==> src/rtl/cfg_port_pkg.sv <==
package cfg_port_pkg;
  localparam logic [7:0] KEY_B0 = 8'h87;
  localparam logic [7:0] KEY_B1 = 8'h01;
  localparam logic [7:0] KEY_B2 = 8'h55;
  localparam logic [7:0] KEY_PRI = 8'h55;
  localparam logic [7:0] KEY_ALT = 8'hAA;

  localparam logic [7:0] IDX_EXIT = 8'h02;
  localparam logic [7:0] IDX_LDN = 8'h07;
  localparam logic [7:0] IDX_ID_HI = 8'h20;
  localparam logic [7:0] IDX_ID_LO = 8'h21;
  localparam logic [7:0] IDX_FCTL = 8'h24;
  localparam logic [7:0] IDX_BASE_HI = 8'h64;
  localparam logic [7:0] IDX_BASE_LO = 8'h65;
  localparam logic [7:0] EXIT_VAL = 8'h02;
  localparam logic [7:0] FLASH_LDN = 8'h07;

  typedef enum logic [1:0] {
    KS_IDLE,
    KS_GOT1,
    KS_GOT2,
    KS_GOT3
  } key_step_e;

  typedef struct packed {
    logic       pin_alt;
    logic       host_wr;
    logic [2:0] win;
  } fctl_t;
endpackage

==> src/rtl/cfg_addr_dec.sv <==
module cfg_addr_dec #(
  parameter int unsigned ADDR_W = 16,
  parameter logic [ADDR_W-1:0] PRI_PORT = 16'h002E,
  parameter logic [ADDR_W-1:0] ALT_PORT = 16'h004E
) (
  input  logic [ADDR_W-1:0] addr_i,
  output logic [1:0]        hit_o,
  output logic              data_o
);
  localparam logic [ADDR_W-1:0] PORT_BASE [2] = '{PRI_PORT, ALT_PORT};

  for (genvar p = 0; p < 2; p++) begin : g_pair
    assign hit_o[p] = (addr_i[ADDR_W-1:1] == PORT_BASE[p][ADDR_W-1:1]);
  end

  assign data_o = addr_i[0];
endmodule

==> src/rtl/cfg_key_det.sv <==
module cfg_key_det
  import cfg_port_pkg::*;
(
  input  logic       clk_i,
  input  logic       rst_ni,
  input  logic       clr_i,
  input  logic       wr_i,
  input  logic       alt_i,
  input  logic [7:0] data_i,
  output logic       unlock_o,
  output logic       unlock_alt_o
);
  key_step_e step_q, step_d;
  logic      port_q, port_d;
  logic [7:0] exp_byte;
  logic      match;

  always_comb begin
    unique case (step_q)
      KS_IDLE: exp_byte = KEY_B0;
      KS_GOT1: exp_byte = KEY_B1;
      KS_GOT2: exp_byte = KEY_B2;
      default: exp_byte = alt_i ? KEY_ALT : KEY_PRI;
    endcase
  end

  // all key bytes must go to the port that took the first one
  assign match = (data_i == exp_byte) && ((step_q == KS_IDLE) || (alt_i == port_q));

  always_comb begin
    step_d = step_q;
    port_d = port_q;
    if (clr_i) begin
      step_d = KS_IDLE;
    end else if (wr_i) begin
      if (match) begin
        unique case (step_q)
          KS_IDLE: begin step_d = KS_GOT1; port_d = alt_i; end
          KS_GOT1: step_d = KS_GOT2;
          KS_GOT2: step_d = KS_GOT3;
          default: step_d = KS_IDLE;
        endcase
      end else if (data_i == KEY_B0) begin
        step_d = KS_GOT1;
        port_d = alt_i;
      end else begin
        step_d = KS_IDLE;
      end
    end
  end

  always_ff @(posedge clk_i or negedge rst_ni) begin
    if (!rst_ni) begin
      step_q <= KS_IDLE;
      port_q <= 1'b0;
    end else begin
      step_q <= step_d;
      port_q <= port_d;
    end
  end

  assign unlock_o     = wr_i && !clr_i && match && (step_q == KS_GOT3);
  assign unlock_alt_o = port_q;

  p_restart_r4: assert property (@(posedge clk_i) disable iff (!rst_ni)
    (wr_i && !clr_i && !match && data_i == KEY_B0) |=> (step_q == KS_GOT1));
  p_bad_byte_r4: assert property (@(posedge clk_i) disable iff (!rst_ni)
    (wr_i && !clr_i && !match && data_i != KEY_B0) |=> (step_q == KS_IDLE));
endmodule

==> src/rtl/cfg_regfile.sv <==
module cfg_regfile
  import cfg_port_pkg::*;
#(
  parameter logic [15:0] CHIP_ID  = 16'h8716,
  parameter logic [15:0] BASE_RST = 16'h0820
) (
  input  logic        clk_i,
  input  logic        rst_ni,
  input  logic        wr_i,
  input  logic [7:0]  idx_i,
  input  logic [7:0]  wdata_i,
  output logic [7:0]  rdata_o,
  output fctl_t       fctl_o,
  output logic [15:0] base_o
);
  localparam int unsigned BASE_BYTES = 2;

  logic [7:0] ldn_q;
  fctl_t      fctl_q;
  logic [7:0] base_b [BASE_BYTES];
  logic       flash_sel;

  assign flash_sel = (ldn_q == FLASH_LDN);

  always_ff @(posedge clk_i or negedge rst_ni) begin
    if (!rst_ni) begin
      ldn_q  <= '0;
      fctl_q <= '0;
    end else if (wr_i) begin
      if (idx_i == IDX_LDN)  ldn_q  <= wdata_i;
      if (idx_i == IDX_FCTL) fctl_q <= fctl_t'(wdata_i[5:1]);
    end
  end

  // byte b of the base lives at index IDX_BASE_LO - b
  for (genvar b = 0; b < BASE_BYTES; b++) begin : g_base
    localparam logic [7:0] MY_IDX = IDX_BASE_LO - 8'(b);
    always_ff @(posedge clk_i or negedge rst_ni) begin
      if (!rst_ni)                                 base_b[b] <= BASE_RST[b*8 +: 8];
      else if (wr_i && flash_sel && idx_i == MY_IDX) base_b[b] <= wdata_i;
    end
  end

  always_comb begin
    unique case (idx_i)
      IDX_LDN:     rdata_o = ldn_q;
      IDX_ID_HI:   rdata_o = CHIP_ID[15:8];
      IDX_ID_LO:   rdata_o = CHIP_ID[7:0];
      IDX_FCTL:    rdata_o = {2'b00, fctl_q, 1'b0};
      IDX_BASE_HI: rdata_o = flash_sel ? base_b[1] : 8'h00;
      IDX_BASE_LO: rdata_o = flash_sel ? base_b[0] : 8'h00;
      default:     rdata_o = 8'h00;
    endcase
  end

  assign fctl_o = fctl_q;
  assign base_o = {base_b[1], base_b[0]};

  p_base_hold_r7: assert property (@(posedge clk_i) disable iff (!rst_ni)
    !(wr_i && flash_sel) |=> $stable(base_o));
  p_fctl_hold_r8: assert property (@(posedge clk_i) disable iff (!rst_ni)
    !(wr_i && idx_i == IDX_FCTL) |=> $stable(fctl_o));
endmodule

==> src/rtl/cfg_port_unlock.sv <==
module cfg_port_unlock
  import cfg_port_pkg::*;
#(
  parameter int unsigned ADDR_W = 16,
  parameter logic [ADDR_W-1:0] PRI_PORT = 16'h002E,
  parameter logic [ADDR_W-1:0] ALT_PORT = 16'h004E,
  parameter logic [15:0] CHIP_ID  = 16'h8716,
  parameter logic [15:0] BASE_RST = 16'h0820
) (
  input  logic              clk_i,
  input  logic              rst_ni,
  input  logic [ADDR_W-1:0] io_addr_i,
  input  logic              io_wr_i,
  input  logic              io_rd_i,
  input  logic [7:0]        io_wdata_i,
  output logic [7:0]        io_rdata_o,
  output logic              io_rvalid_o,
  output logic              cfg_mode_o,
  output logic              cfg_alt_o,
  output logic [2:0]        flash_win_o,
  output logic              flash_host_wr_o,
  output logic              flash_pin_alt_o,
  output logic              flash_wr_allowed_o,
  output logic [15:0]       flash_base_o
);
  logic [1:0] hit;
  logic       is_data, any_hit, on_active;
  logic       cfg_mode_q, act_alt_q;
  logic [7:0] idx_q;
  logic       key_wr, key_unlock, key_alt;
  logic       idx_wr, dat_wr, dat_rd, idx_rd, relock;
  logic [7:0] reg_rdata;
  logic [7:0] rdata_q;
  logic       rvalid_q;
  fctl_t      fctl;

  cfg_addr_dec #(
    .ADDR_W  (ADDR_W),
    .PRI_PORT(PRI_PORT),
    .ALT_PORT(ALT_PORT)
  ) u_dec (
    .addr_i(io_addr_i),
    .hit_o (hit),
    .data_o(is_data)
  );

  assign any_hit   = |hit;
  assign on_active = cfg_mode_q && hit[act_alt_q];
  assign key_wr    = io_wr_i && any_hit && !is_data && !cfg_mode_q;
  assign idx_wr    = io_wr_i && on_active && !is_data;
  assign dat_wr    = io_wr_i && on_active && is_data;
  assign dat_rd    = io_rd_i && on_active && is_data;
  assign idx_rd    = io_rd_i && on_active && !is_data;
  assign relock    = dat_wr && (idx_q == IDX_EXIT) && (io_wdata_i == EXIT_VAL);

  cfg_key_det u_key (
    .clk_i       (clk_i),
    .rst_ni      (rst_ni),
    .clr_i       (cfg_mode_q),
    .wr_i        (key_wr),
    .alt_i       (hit[1]),
    .data_i      (io_wdata_i),
    .unlock_o    (key_unlock),
    .unlock_alt_o(key_alt)
  );

  cfg_regfile #(
    .CHIP_ID (CHIP_ID),
    .BASE_RST(BASE_RST)
  ) u_regs (
    .clk_i  (clk_i),
    .rst_ni (rst_ni),
    .wr_i   (dat_wr),
    .idx_i  (idx_q),
    .wdata_i(io_wdata_i),
    .rdata_o(reg_rdata),
    .fctl_o (fctl),
    .base_o (flash_base_o)
  );

  always_ff @(posedge clk_i or negedge rst_ni) begin
    if (!rst_ni) begin
      cfg_mode_q <= 1'b0;
      act_alt_q  <= 1'b0;
      idx_q      <= '0;
    end else begin
      if (key_unlock) begin
        cfg_mode_q <= 1'b1;
        act_alt_q  <= hit[1];
      end else if (relock) begin
        cfg_mode_q <= 1'b0;
      end
      if (relock)      idx_q <= '0;
      else if (idx_wr) idx_q <= io_wdata_i;
    end
  end

  always_ff @(posedge clk_i or negedge rst_ni) begin
    if (!rst_ni) begin
      rvalid_q <= 1'b0;
      rdata_q  <= 8'hFF;
    end else begin
      rvalid_q <= io_rd_i && any_hit;
      if (dat_rd)      rdata_q <= reg_rdata;
      else if (idx_rd) rdata_q <= idx_q;
      else             rdata_q <= 8'hFF;
    end
  end

  assign io_rdata_o         = rdata_q;
  assign io_rvalid_o        = rvalid_q;
  assign cfg_mode_o         = cfg_mode_q;
  assign cfg_alt_o          = act_alt_q;
  assign flash_win_o        = fctl.win;
  assign flash_host_wr_o    = fctl.host_wr;
  assign flash_pin_alt_o    = fctl.pin_alt;
  assign flash_wr_allowed_o = fctl.host_wr && (|fctl.win);

  p_unlock_src_r2: assert property (@(posedge clk_i) disable iff (!rst_ni)
    $rose(cfg_mode_q) |-> $past(key_unlock));
  p_key_tail_r3: assert property (@(posedge clk_i) disable iff (!rst_ni)
    $rose(cfg_mode_q) |-> ($past(io_wr_i) && $past(io_wdata_i) == (act_alt_q ? 8'hAA : 8'h55)));
  p_locked_rd_r5: assert property (@(posedge clk_i) disable iff (!rst_ni)
    (io_rd_i && !cfg_mode_q) |=> (io_rdata_o == 8'hFF));
  p_id_hi_r6: assert property (@(posedge clk_i) disable iff (!rst_ni)
    (dat_rd && idx_q == IDX_ID_HI) |=> (io_rdata_o == CHIP_ID[15:8]));
  p_relock_r10: assert property (@(posedge clk_i) disable iff (!rst_ni)
    relock |=> (!cfg_mode_q && idx_q == 8'h00));
  p_rvalid_r12: assert property (@(posedge clk_i) disable iff (!rst_ni)
    (io_rd_i && any_hit) |=> io_rvalid_o);
endmodule

==> config.mk <==
export PLATFORM = sky130hd
export DESIGN_NAME = cfg_port_unlock
export DESIGN_NICKNAME = d
export VERILOG_FILES = /design/src/rtl/cfg_port_pkg.sv /design/src/rtl/cfg_addr_dec.sv /design/src/rtl/cfg_key_det.sv /design/src/rtl/cfg_regfile.sv /design/src/rtl/cfg_port_unlock.sv
export SDC_FILE = /design/constraint.sdc
export NUM_CORES = 1
export LEC_CHECK = 0
export ABC_CLOCK_PERIOD_IN_PS = 8000
export BUFFER_PORTS_ARGS = -buffer_cell sky130_fd_sc_hd__buf_2
export CORE_MARGIN = 10
export CORE_UTILIZATION = 45
export DETAILED_ROUTE_END_ITERATION = 8
export GPL_ROUTABILITY_DRIVEN = 0
export MAX_ROUTING_LAYER = met4
export PLACE_DENSITY = 0.68
export SYNTH_ARGS = -nofsm -noshare
export SYNTH_HDL_FRONTEND = slang
export SYNTH_SLANG_ARGS = --single-unit
==> constraint.sdc <==
create_clock -name clk_i -period 8 [get_ports clk_i]
set_clock_uncertainty 0.1 [all_clocks]
set_input_delay 0.4 -clock clk_i [delete_from_list [all_inputs] [get_ports clk_i]]
set_output_delay 0.4 -clock clk_i [all_outputs]
set_load 0.005 [all_outputs]
=== Yosys cells after proc, flatten, opt, wreduce, memory -nomap -nowiden ===
Index checks and enable logic that the tools add are counted.
Widths: inputs -> output; s select.

* Bits in registers: 51
* Input port bits: 28
* Output and inout port bits: 33
* Word-level logic and storage cells: 88

* Order comparisons: 1
* Equal/unequal tests: 18
* Mux-type cells: 21
* Bitwise operators: 1
* Reduce and logical (&&, ||, !) cells: 34

{| class="wikitable"
|+ Operators by type and width
! operator !! count
|-
| $mux 8 || 7
|-
| $pmux 8 s6 || 1
|-
| $eq 8x6->1 const B || 3
|-
| $pmux 8 s3 || 1
|-
| $logic_and 1x1->1 || 21
|-
| $eq 8x2->1 const B || 2
|-
| $eq 8x3->1 const B || 2
|-
| $eq 8x7->1 const B || 2
|-
| $eq 15x5->1 const B || 1
|-
| $eq 15x6->1 const B || 1
|-
| $eq 8x8->1 || 1
|-
| $eq 8x8->1 const B || 1
|-
| $mux 1 || 8
|-
| $reduce_bool 2->1 || 4
|-
| $mux 2 || 3
|-
| $pmux 2 s3 || 1
|-
| $eq 2x2->1 const B || 2
|-
| $reduce_and 2->1 || 2
|-
| $reduce_and 4->1 || 1
|-
| $reduce_or 3->1 || 1
|-
| $eq 2x1->1 const B || 1
|-
| $logic_not 1->1 || 2
|-
| $logic_not 2->1 || 1
|-
| $lt 1x2->1 const B || 1
|-
| 5 further kinds || 5
|}

=== Logic depth before layout (Yosys ltp) ===
Gate-level depths: netlist (run 1).

* Depth after elaboration: 10
* Gate-level depth with buffers: 9
* Depth with buffers taken out: 9

=== Hierarchy ===
Synthesis (run 1) repeated with hierarchy kept, for this count alone.

* Cell total of the unflattened synthesis: 227
* Area total of the unflattened synthesis: 2,813.9 µm²

{| class="wikitable"
|+ By module, submodules not included
! module !! times used !! cells each !! area an instance (µm²) !! sequential area each (µm²)
|-
| cfg_regfile || 1 || 110 || 1,437.6 || 728.2
|-
| cfg_port_unlock || 1 || 56 || 833.3 || 485.5
|-
| cfg_key_det || 1 || 53 || 475.5 || 75.1
|-
| cfg_addr_dec || 1 || 8 || 67.6 || 0.0
|}

=== Worst setup path after synthesis (run 1) ===
OpenSTA, ideal clock, no wires.

* Path type: input to register
* Start: input port io_addr_i[11]
* End: register u_key.port_q (netlist: u_key.unlock_alt_o)
* Library setup time: 128 ps
* Arrival: 2,684 ps
* Required time: 7,772 ps
* Path slack: 5,088 ps
* Cell stages on the path: 7
* Path buffers: 0
* Cell sequence: or4_4 > nor4_2 > nand2_1 > mux2i_1 > a211oi_1 > mux2i_1 > mux2_1

* Cells in the longest elaborated chain, start to end: 7
* Elaborated cells between the ends (all ways): 18
* Classes of those cells: eq/ne (5); mux (5); reduce/logical (8)

{| class="wikitable"
|+ Ends and longest elaborated chain
! item !! line !! source
|-
| start: declaration || cfg_port_unlock.sv:12 || <nowiki>input logic [ADDR_W-1:0] io_addr_i,</nowiki>
|-
| $eq 15x6->1 || cfg_addr_dec.sv:13 || <nowiki>assign hit_o[p] = (addr_i[ADDR_W-1:1] == PORT_BASE[p][ADDR_W-1:1]);</nowiki>
|-
| $mux 8 || cfg_key_det.sv:23 || <nowiki>default: exp_byte = alt_i ? KEY_ALT : KEY_PRI;</nowiki>
|-
| $pmux 8 s3 || cfg_key_det.sv:19 || <nowiki>unique case (step_q)</nowiki>
|-
| $eq 8x8->1 || cfg_key_det.sv:28 || <nowiki>assign match = (data_i == exp_byte) && ((step_q == KS_IDLE) || (alt_i == port_q));</nowiki>
|-
| $logic_and 1x1->1 || cfg_key_det.sv:28 ||
|-
| $ne 2x2->1 (no source line) or $reduce_bool 2->1 (tied branches) || - ||
|-
| $reduce_and 4->1 (no source line) || - ||
|-
| end signal: assignment || cfg_key_det.sv:58 || <nowiki>port_q <= port_d;</nowiki>
|-
| end: declaration || cfg_key_det.sv:14 || <nowiki>logic port_q, port_d;</nowiki>
|}

Several ways; a longest one is shown, not always the timed one. The select of a mux whose other input is x is not followed.
A chain may end at the register's enable or synchronous reset.

=== Worst setup path in the final report (run 1) ===
Same ends and word-level chain as after synthesis.

==> results of run 1 <==
-- layer usage --
metal / vias up / global-route usage [%] / part of all wire [%]
met5: - / - / 0
met4: 0 / 5.206 / 1.1
met3: 6 / 2.699 / 6.0
met2: 70 / 21.05 / 45
met1: 1008 / 20.32 / 48
li1: 981 / - / -
-- cells in the mapped netlist (3+ instances only) --
cell / number / area, µm²
ha_1: 4 / 50.05
o21ai_0: 4 / 20.02
clkbuf_1: 7 / 26.28
a21oi_1: 12 / 60.06
a221oi_1: 4 / 35.03
o31a_1: 3 / 26.28
nor4_2: 3 / 37.54
inv_1: 11 / 41.29
nor3_1: 8 / 40.04
nand4_1: 4 / 25.02
nand2_1: 8 / 30.03
and3_1: 4 / 25.02
o221ai_1: 8 / 70.07
or3_1: 4 / 25.02
buf_2: 4 / 20.02
mux2i_1: 8 / 80.08
mux2_2: 30 / 337.8
a22o_1: 8 / 70.07
nor2_1: 19 / 71.32
dfrtp_1: 41 / 1026
dfstp_2: 10 / 262.8
-- worst min-delay path by stage --
stage | slack, ns | to | depth (start not counted) | from
floorplan | 0.004 | cfg_alt_o$_DFFE_PN0P_ | 0 | rst_ni
global placement | 0.41 | u_key.unlock_alt_o$_DFFE_PN0P_ | 1 | u_key.unlock_alt_o$_DFFE_PN0P_
detailed placement | 0.42 | u_key.unlock_alt_o$_DFFE_PN0P_ | 1 | u_key.unlock_alt_o$_DFFE_PN0P_
CTS | 0.11 | u_key.step_q[0]$_DFFE_PN0P_ | 2 | rst_ni
global route | 0.14 | cfg_alt_o$_DFFE_PN0P_ | 2 | rst_ni
finish | 0.09 | cfg_alt_o$_DFFE_PN0P_ | 2 | rst_ni
-- stage by stage --
stage	cells	power, W
2_1_floorplan	234	0.0002696
3_3_place_gp	355	0.0002853
3_5_place_dp	355	0.0002857
4_1_cts	363	0.0004292
5_1_grt	363	0.0004403
6_report	363	0.0004208
-- power groups by stage --
stage                logic (W)  registers (W)  clock network [W]
global route         0.0000256       0.000258           0.000157
floorplan           0.00000677       0.000263                  0
detailed placement   0.0000230       0.000263                  0
global placement     0.0000226       0.000263                  0
finish               0.0000227       0.000258           0.000140
CTS                  0.0000230       0.000258           0.000148
-- cell families (layout without fill, tap and decap cells) --
family | count (synthesis) | in the layout | synth area share (%)
xor gates and xnor gates | 3 | 3 | 0.9964
buffers and inverters | 23 | 80 | 3.463
adders and majority gates | 4 | 4 | 1.898
and+or+nand+nor | 70 | 70 | 16.46
AOI/OAI and AO/OA | 44 | 44 | 12.05
muxes | 39 | 39 | 16.27
DFF | 51 | 51 | 48.86
-- sequential cells by signal, summed over array words and instances, names as in the netlist --
register,count
u_regs.base_o,16
idx_q,8
io_rdata_o,8
u_regs.ldn_q,8
u_regs.fctl_o,5
u_key.step_q,2
cfg_alt_o,1
cfg_mode_o,1
io_rvalid_o,1
u_key.unlock_alt_o,1
-- cell usage in the layout (no fill, tap or decap), types with 2 or more instances in the layout --
cell type	synthesis	final
nor3_1	8	8
inv_1	11	11
clkbuf_8	0	5
nand4b_1	2	2
o21ai_0	4	4
a211oi_1	2	2
mux2i_1	8	8
or3_1	4	4
a22o_1	8	8
o31a_1	3	3
nor4_2	3	3
mux2_2	30	30
nand4_1	4	4
o221ai_1	8	8
nand2_1	8	8
buf_2	4	60
xnor2_1	2	2
nand3_1	2	2
dfrtp_1	41	41
ha_1	4	4
and3_1	4	4
nor4_1	2	2
nor2_1	19	19
dfstp_2	10	10
a21oi_1	12	12
a221oi_1	4	4
nor3b_1	2	2
-- layout make-up --
type,count,area [µm²],share of cell area (%)
sequential,51,1289,41.97
multi-input combinational,160,1257,40.95
timing repair buffer,61,307.8,10.02
tap,72,90.09,2.934
clock buffer,6,72.57,2.363
inverter,11,41.29,1.345
clock inverter,2,12.51,0.4075
==> results.json, run 1 <==
{
  "fp.dieArea_mm2": 0.009324,
  "cts_setup_buffers": 0,
  "via_per_inst": 5.689,
  "finalMaxSlewViolations": 0,
  "synth_area_mm2": 0.002638,
  "layout.nets": 322,
  "numCtsBuffers": 5,
  "ios": 61,
  "crit_buf_inv": 1,
  "p_sw_share_pct": 22.41,
  "switchingPower_w": 0.00009430,
  "path_delay_family": "simple AND/OR/NAND/NOR gates",
  "hold_path.class": "in -> async",
  "crit_path_end": "u_key.unlock_alt_o$_DFFE_PN0P_",
  "critPathLaunch": "io_addr_i[11]",
  "cts_buffer_depth": 2,
  "p_int_w": 0.0003265,
  "route.vias.total": 2065,
  "fin_hold_ws_ns": 0.08989,
  "grt_max_degree": 52,
  "rows": 27,
  "grt.overflow.total": 0,
  "start_util_pct": 47.03,
  "hpwl_um": 4885,
  "grt_pass1_vias": 2022,
  "p_leak_nw": 1.426,
  "arrival_ns": 3.09,
  "tightest_slew_ns": 0.9094,
  "dpl_cell_area_mm2": 0.002985,
  "worst-path-stages": 8,
  "fin_setup_tns_ns": 0,
  "diodes": 0,
  "io_buffers": 60,
  "postRouteAntennaNets": 0,
  "worst_setup_path_start_kind": "input pin",
  "timing.fmax_mhz": 333.2,
  "grt_setup_unrepaired": "false",
  "nFillCells": 510,
  "synthesis.nets": 266,
  "ys.flop_type": "dfrtp_1",
  "pwr-share-seq_pct": 61.3,
  "wl_per_cell_um": 17.94,
  "die_h_um": 96.56,
  "clk_latency_ns": 0.30,
  "core_mm2": 0.005608,
  "setup_ws_ns": 4.999,
  "comb_power_share_pct": 5.4,
  "clockRootBuffer": "clkbuf_8",
  "slowest_stage": "a211oi_1",
  "synth_cells": 234,
  "drt-initial-drc-count": 175,
  "endpoint_kind": "flip-flop",
  "r2r_cells": 5,
  "dpl_worst_slack_ns": 4.692,
  "clk_pin_slew_ns": 0.09,
  "fp.dieW_um": 96.56,
  "area_delta_synth_final_pct": 16.41,
  "worstSetupPathType": "in -> reg",
  "seq_area_frac_synth_pct": 48.86,
  "async_reset_ff_share_pct": 100.0,
  "cts_hold_buf": 0,
  "fin_crit_ns": 3.001,
  "wl_um": 6514,
  "drc": 0,
  "cp_common_cell": "mux2i_1",
  "ir_drop_v": 0.00007773,
  "final_area_mm2": 0.003070,
  "first_pass_iters": 5,
  "path_max_fanout": 6,
  "fin_crit_sh_pct": 37.51,
  "cp_slowest_stage_delay_ns": 0.57,
  "cts_sinks": 51,
  "synth-edff-count": 0,
  "clkPwrFrac_pct": 33.3,
  "r2r_end": "u_regs.base_o[3]$_DFFE_PN0P_",
  "ys_warn_count": 0,
  "final_util_pct": 54.75,
  "regToRegSetupSlack_ns": 5.14,
  "worstPathCellList": "buf_2, or4_4, nor4_2, a21oi_1, mux2i_1, a211oi_1, mux2i_1, mux2_1",
  "grt_pass1_wl_um": 10490,
  "yosysUniqueCellTypes": 45,
  "slew_headroom_pct": 38.90,
  "hold_viol": 0,
  "drv_cap": 0,
  "synth-seq-cells": 51,
  "grtUsageTotal_pct": 14.71,
  "antenna_found_initial": 0,
  "outcome": "completed",
  "syn_area_per_cell_um2": 11.27,
  "power_density_mw_per_mm2": 137.0,
  "setup_viol": 0,
  "required_ns": 8.09,
  "drive_above_1_share_pct": 40.89,
  "htreeDepth": 2,
  "cts_tree": "done",
  "post_cts_resized": 0,
  "regToRegStartpoint": "u_regs.ldn_q[3]$_DFFE_PN0P_"
}
No activity file was read; power rests on OpenSTA's default activity.
==> inputs of run 2 (changes only) <==
ABC_AREA = 1   (was unset)
ABC_CLOCK_PERIOD_IN_PS = 2600   (was 8000)
PLACE_DENSITY = 0.7   (was 0.68)
clock period = 2.6 ns   (was 8 ns; I/O delays follow)
==> run 2 against run 1 <==
Effect of this change:
- first-iteration DRC count increased by 20%
- combinational power grew to 3.6 times the previous value
- synthesized area is 6.7% higher
- cell count grew 36%
- largest power group unchanged
- highest routed layer unchanged
==> results.json, run 2 <==
{
  "outcome": "completed",
  "die_h_um": 99.08,
  "via_per_inst": 5.335,
  "grt_pass1_vias": 2502,
  "cts_sinks": 51,
  "clk_pin_slew_ns": 0.10,
  "slew_headroom_pct": 50.97,
  "grt_max_degree": 34,
  "hold_path.class": "in -> reg",
  "ios": 61,
  "grtUsageTotal_pct": 16.05,
  "cp_common_cell": "nand2_1",
  "worstSetupPathType": "reg -> reg",
  "final_util_pct": 54.97,
  "ys.flop_type": "dfrtp_1",
  "worst_setup_path_start_kind": "flip-flop",
  "ys_warn_count": 0,
  "synth_area_mm2": 0.002814,
  "largest_reg_flops": 16,
  "htreeDepth": 2,
  "tightest_slew_ns": 0.7300,
  "fp.dieArea_mm2": 0.009816,
  "path_max_fanout": 4,
  "synth-edff-count": 0,
  "synth_top_area_cell": "dfrtp_1",
  "worstPathCellList": "inv_1, ha_1, nor2_1, nand2_1, nand2_1, nand3_1, o21ai_0, nand2_1, inv_1, nand2_1, nor2_1, nand2_1, inv_1, nand3_1, nand2_1, nand2_1",
  "setup_viol": 0,
  "core_mm2": 0.005991,
  "setup_ws_ns": 0.4548,
  "synth-seq-cells": 51,
  "synthTopCellsByCount": "nand2_1 (94), dfrtp_1 (41), inv_1 (36), nor2_1 (30), nand3_1 (29)",
  "synth.area.top_cells": "dfrtp_1 (36%), nand2_1 (13%), dfstp_2 (9.3%)",
  "fin_setup_tns_ns": 0,
  "yosysUniqueCellTypes": 37,
  "hpwl_um": 5809,
  "drive_above_1_share_pct": 24.40,
  "fin_cells": 493,
  "arrival_ns": 2.27,
  "first_pass_iters": 5,
  "yosys.cell_count.top_type": "nand2_1",
  "clockRootBuffer": "clkbuf_8",
  "rows": 28,
  "drv_cap": 0,
  "grt_setup_unrepaired": "false",
  "drt-initial-drc-count": 210,
  "fp.dieW_um": 99.08,
  "wl_um": 7660,
  "cts_tree": "done",
  "clk_latency_ns": 0.33,
  "area_delta_synth_final_pct": 17.03,
  "fin_crit_ns": 2.145,
  "synth_cells": 351,
  "async_reset_ff_share_pct": 100.0,
  "wl_per_cell_um": 15.54,
  "io_buffers": 60,
  "synthesis.nets": 383,
  "route.vias.total": 2630,
  "cp_slowest_stage_delay_ns": 0.41,
  "numCtsBuffers": 5,
  "hold_viol": 0,
  "diodes": 0,
  "post_cts_resized": 0,
  "layout_commonest_cell": "nand2_1",
  "dpl_worst_slack_ns": 0.5171,
  "cts_setup_buffers": 0,
  "most-common-layout-cells": "nand2_1 (94), buf_2 (60), dfrtp_1 (41), inv_1 (36), nor2_1 (30)",
  "finalMaxSlewViolations": 0,
  "cts_buffer_depth": 2,
  "nFillCells": 581,
  "crit_buf_inv": 3,
  "ir_drop_v": 0.0002288,
  "power_density_mw_per_mm2": 410.6,
  "postRouteAntennaNets": 0,
  "fin_crit_sh_pct": 82.51,
  "place_inst": 483,
  "start_util_pct": 46.97,
  "seq_area_frac_synth_pct": 45.80,
  "drc": 0,
  "dpl_cell_area_mm2": 0.003184,
  "final_area_mm2": 0.003293,
  "syn_area_per_cell_um2": 8.017,
  "required_ns": 2.72,
  "layout.nets": 449,
  "endpoint_kind": "flip-flop",
  "path_delay_family": "simple AND/OR/NAND/NOR gates",
  "timing.fmax_mhz": 466.2,
  "antenna_found_initial": 0,
  "grt.overflow.total": 0,
  "grt_pass1_wl_um": 12610,
  "p_leak_nw": 1.654,
  "synth_top_area_share_pct": 36.46,
  "slowest_stage": "dfrtp_1"
}
## run 2: cell count changes in the layout (fill, tap and decap cells not counted), moves of 11 or more
cell and delta:
o21ai_1 +18, mux2_2 -30, o21ai_0 +16, nand3_1 +27, nand2_1 +86, nor2_1 +11
inv_1 +25
## run 2: worst reg2reg max path, cell delays in order, from the launching register on
cell and delay, ns:
dfrtp_1 0.41, inv_1 0.08, ha_1 0.21, nor2_1 0.18, nand2_1 0.07, nand2_1 0.06
nand3_1 0.06, o21ai_0 0.17, nand2_1 0.07, inv_1 0.05, nand2_1 0.04, nor2_1 0.12
nand2_1 0.10, inv_1 0.11, nand3_1 0.09, nand2_1 0.08, nand2_1 0.04
## run 2: report_power, final
| part | internal, W | switching [W] |
|---|---|---|
| registers | 0.000793 | 0.000000000545 |
| clock network | 0.000188 | 0.000289 |
| logic | 0.0000245 | 0.0000570 |
## run 2: timing repair
action | 4_1_cts | 5_1_grt
hold endpoints to repair | 19 | 0
hold buffers | 2 | 0
setup endpoints to repair | 0 | 0
## run 2: per-stage QoR
stage	hold slack (ns)	power, W
2_1_floorplan	-0.2656	0.0008354
3_3_place_gp	-0.01909	0.0008878
3_5_place_dp	-0.01575	0.0008886
4_1_cts	0.09485	0.001349
5_1_grt	0.1195	0.001397
6_report	0.09168	0.001352
## run 2: logic make-up after synthesis
kind of cell             share of synthesized area (%)
AND/OR/NAND/NOR                                  31.44
buffers and inverters                            6.580
adder cells (fa/ha/maj)                          1.779
flip-flops                                       45.80
AO/OA/AOI/OAI                                    14.41
## run 2: routing by layer
metal	vias up	GRT usage [%]	part of all wire, %
met5	-	-	0
met4	0	5.402	1.8
li1	1309	-	-
met2	88	23.40	45
met1	1223	21.82	48
met3	10	2.863	5.9
## run 2: worst paths after layout
check                                               from                       endpoint  slack (ns)  depth (start not counted)
max                          u_key.step_q[0]$_DFFE_PN0P_          cfg_alt_o$_DFFE_PN0P_        0.45                         16
min                                        io_wdata_i[0]   u_regs.base_o[0]$_DFFE_PN0P_        0.09                          3
max reg2reg                  u_key.step_q[0]$_DFFE_PN0P_          cfg_alt_o$_DFFE_PN0P_        0.45                         16
min reg2reg                u_regs.base_o[11]$_DFFE_PN1P_  u_regs.base_o[11]$_DFFE_PN1P_        0.40                          2
max in group asynchronous                         rst_ni  u_regs.base_o[11]$_DFFE_PN1P_        1.45                          3
min in group asynchronous                         rst_ni           idx_q[5]$_DFFE_PN0P_        0.16                          2
## run 2: area by class of cell
class	count	area (µm²)	area share (%)
well taps	75	93.84	2.850
clock inverters	3	20.02	0.6079
clock buffers	5	68.82	2.090
repair buffers	64	335.3	10.18
inverters	39	146.4	4.445
flip-flops and latches	51	1289	39.13
multi-input cells	256	1340	40.69
==> inputs of run 3 (changes only) <==
ABC_CLOCK_PERIOD_IN_PS = 2100   (was 2600)
PLACE_DENSITY = 0.67   (was 0.7)
clock period = 2.1 ns   (was 2.6 ns; I/O delays follow)
==> run 3 against run 2 <==
Effect of this change:
- via count is 2.5% higher
- non-clock buffer count is 8 higher
- setup slack worse by 0.35 ns
- sequential cell count stayed put
- sequential power is 24% higher
- routed wire length is 1.9% higher
- first-iteration DRC count is 50% lower
- clock power is 28% higher
- combinational power is 35% higher
==> results.json, run 3 (synthesis results as in run 2) <==
{
  "tightest_slew_ns": 0.4484,
  "first_pass_iters": 6,
  "most-common-layout-cells": "nand2_1 (92), buf_2 (60), dfrtp_1 (39), inv_1 (32), nand3_1 (28)",
  "start_util_pct": 46.97,
  "fin_crit_sh_pct": 95.11,
  "grt_setup_unrepaired": "true",
  "slowest_stage": "dfrtp_2",
  "nFillCells": 567,
  "drv_cap": 0,
  "cts_buffer_depth": 2,
  "outcome": "completed",
  "clk_latency_ns": 0.30,
  "required_ns": 2.19,
  "totalPowerFinal_w": 0.001704,
  "largest_reg_flops": 16,
  "antenna_found_initial": 0,
  "dpl_cell_area_mm2": 0.003227,
  "core_mm2": 0.005991,
  "dpl_worst_slack_ns": 0.01518,
  "grt_pass1_vias": 2475,
  "cp_slowest_stage_delay_ns": 0.47,
  "fin_crit_ns": 1.997,
  "arrival_ns": 2.09,
  "multiInputGateArea_mm2": 0.001406,
  "timing.fmax_mhz": 500.7,
  "clk_pin_slew_ns": 0.09,
  "path_max_fanout": 5,
  "worstPathCellList": "ha_4, nor2_4, nand2_1, nand2_1, nand3_1, o21ai_1, nand2_1, inv_1, nand2_1, nor2_2, nand2_2, nand2_2, nand3_1, nand2_1, nand2_1",
  "regArea_mm2": 0.001291,
  "cts_sinks": 51,
  "hold_viol": 0,
  "p_leak_nw": 1.700,
  "setup_viol": 0,
  "clockRootBuffer": "clkbuf_8",
  "drt-initial-drc-count": 104,
  "final_area_mm2": 0.003458,
  "worstSetupPathType": "reg -> reg",
  "hpwl_um": 5843,
  "rows": 28,
  "slew_headroom_pct": 69.99,
  "route.vias.total": 2697,
  "endpoint_kind": "flip-flop",
  "wl_per_cell_um": 15.58,
  "grtUsageTotal_pct": 15.81,
  "hold_path.class": "in -> reg",
  "drc": 0,
  "fp.dieArea_mm2": 0.009816,
  "area_delta_synth_final_pct": 22.90,
  "fin_hold_ws_ns": 0.09402,
  "fp.dieW_um": 99.08,
  "postRouteAntennaNets": 0,
  "layout.nets": 457,
  "drive_above_1_share_pct": 29.81,
  "cp_common_cell": "nand2_1",
  "die_h_um": 99.08,
  "power_density_mw_per_mm2": 492.7,
  "grt_max_degree": 52,
  "grt_pass1_wl_um": 12600,
  "via_per_inst": 5.383,
  "worst_setup_path_start_kind": "flip-flop",
  "wl_um": 7804,
  "path_delay_family": "simple AND/OR/NAND/NOR gates",
  "ios": 61,
  "ir_drop_v": 0.0004681,
  "crit_buf_inv": 1,
  "numCtsBuffers": 5,
  "grt.overflow.total": 0,
  "cts_tree": "done",
  "diodes": 0,
  "io_buffers": 60,
  "layout_commonest_cell": "nand2_1",
  "htreeDepth": 2,
  "finalMaxSlewViolations": 0,
  "setup_ws_ns": 0.1027
}
==> run 3: metrics by stage <==
stage                     util, %  instances  TNS, ns
final                       57.73        501        0
after global routing        57.73        501  -0.1595
after CTS                   55.91        497        0
after detailed placement    53.86        487        0
after global placement      53.86        487        0
after floorplan                 -        351        0
==> run 3: worst register-to-register path: cells and delay by family, from the launching register on <==
| family | cells | cell delay [ns] |
|---|---|---|
| AND/OR/NAND/NOR | 12 | 0.96 |
| buffers and inverters | 1 | 0.05 |
| flip-flops | 1 | 0.47 |
| adder cells (fa/ha/maj) | 1 | 0.19 |
| AO/OA/AOI/OAI | 1 | 0.13 |
==> run 3: final cells by class <==
cell class / count / area share, %
repair buffers: 72 / 11.79
well taps: 75 / 2.713
flip-flops and latches: 51 / 37.34
multi-input cells: 256 / 40.67
clock buffers: 8 / 2.894
inverters: 39 / 4.595
==> run 3: path summary, 6_finish.rpt <==
kind / endpoint / cells after the start / slack (ns) / from
max: u_key.unlock_alt_o$_DFFE_PN0P_ / 15 / 0.10 / u_key.step_q[1]$_DFFE_PN0P_
min: u_regs.base_o[8]$_DFFE_PN0P_ / 3 / 0.09 / io_wdata_i[0]
max reg2reg: u_key.unlock_alt_o$_DFFE_PN0P_ / 15 / 0.10 / u_key.step_q[1]$_DFFE_PN0P_
min reg2reg: u_regs.base_o[5]$_DFFE_PN1P_ / 2 / 0.39 / u_regs.base_o[5]$_DFFE_PN1P_
max in group asynchronous: io_rdata_o[0]$_DFF_PN1_ / 3 / 1.39 / rst_ni
min in group asynchronous: idx_q[5]$_DFFE_PN0P_ / 3 / 0.22 / rst_ni
==> run 3: repair_timing <==
item | in CTS | in global routing
hold buffers | 2 | 0
resized for setup | 1 | 25
pin swaps | 0 | 7
endpoints found under the hold margin | 52 | 0
endpoints found under the setup margin | 2 | 20
setup buffers | 0 | 4
==> run 3: layer usage <==
layer	share of wire [%]	vias to the layer above	track usage (%)
li1	-	1321	-
met1	46	1263	21.65
met2	46	107	23.15
met3	6.9	6	3.142
met4	0.88	0	4.079
met5	0	-	-
==> run 3: power breakdown <==
group          leakage (nW)  switching (W)  internal, W
clock network        0.0515       0.000310     0.000301
logic                 0.974      0.0000740    0.0000361
registers             0.675  0.00000000113     0.000982
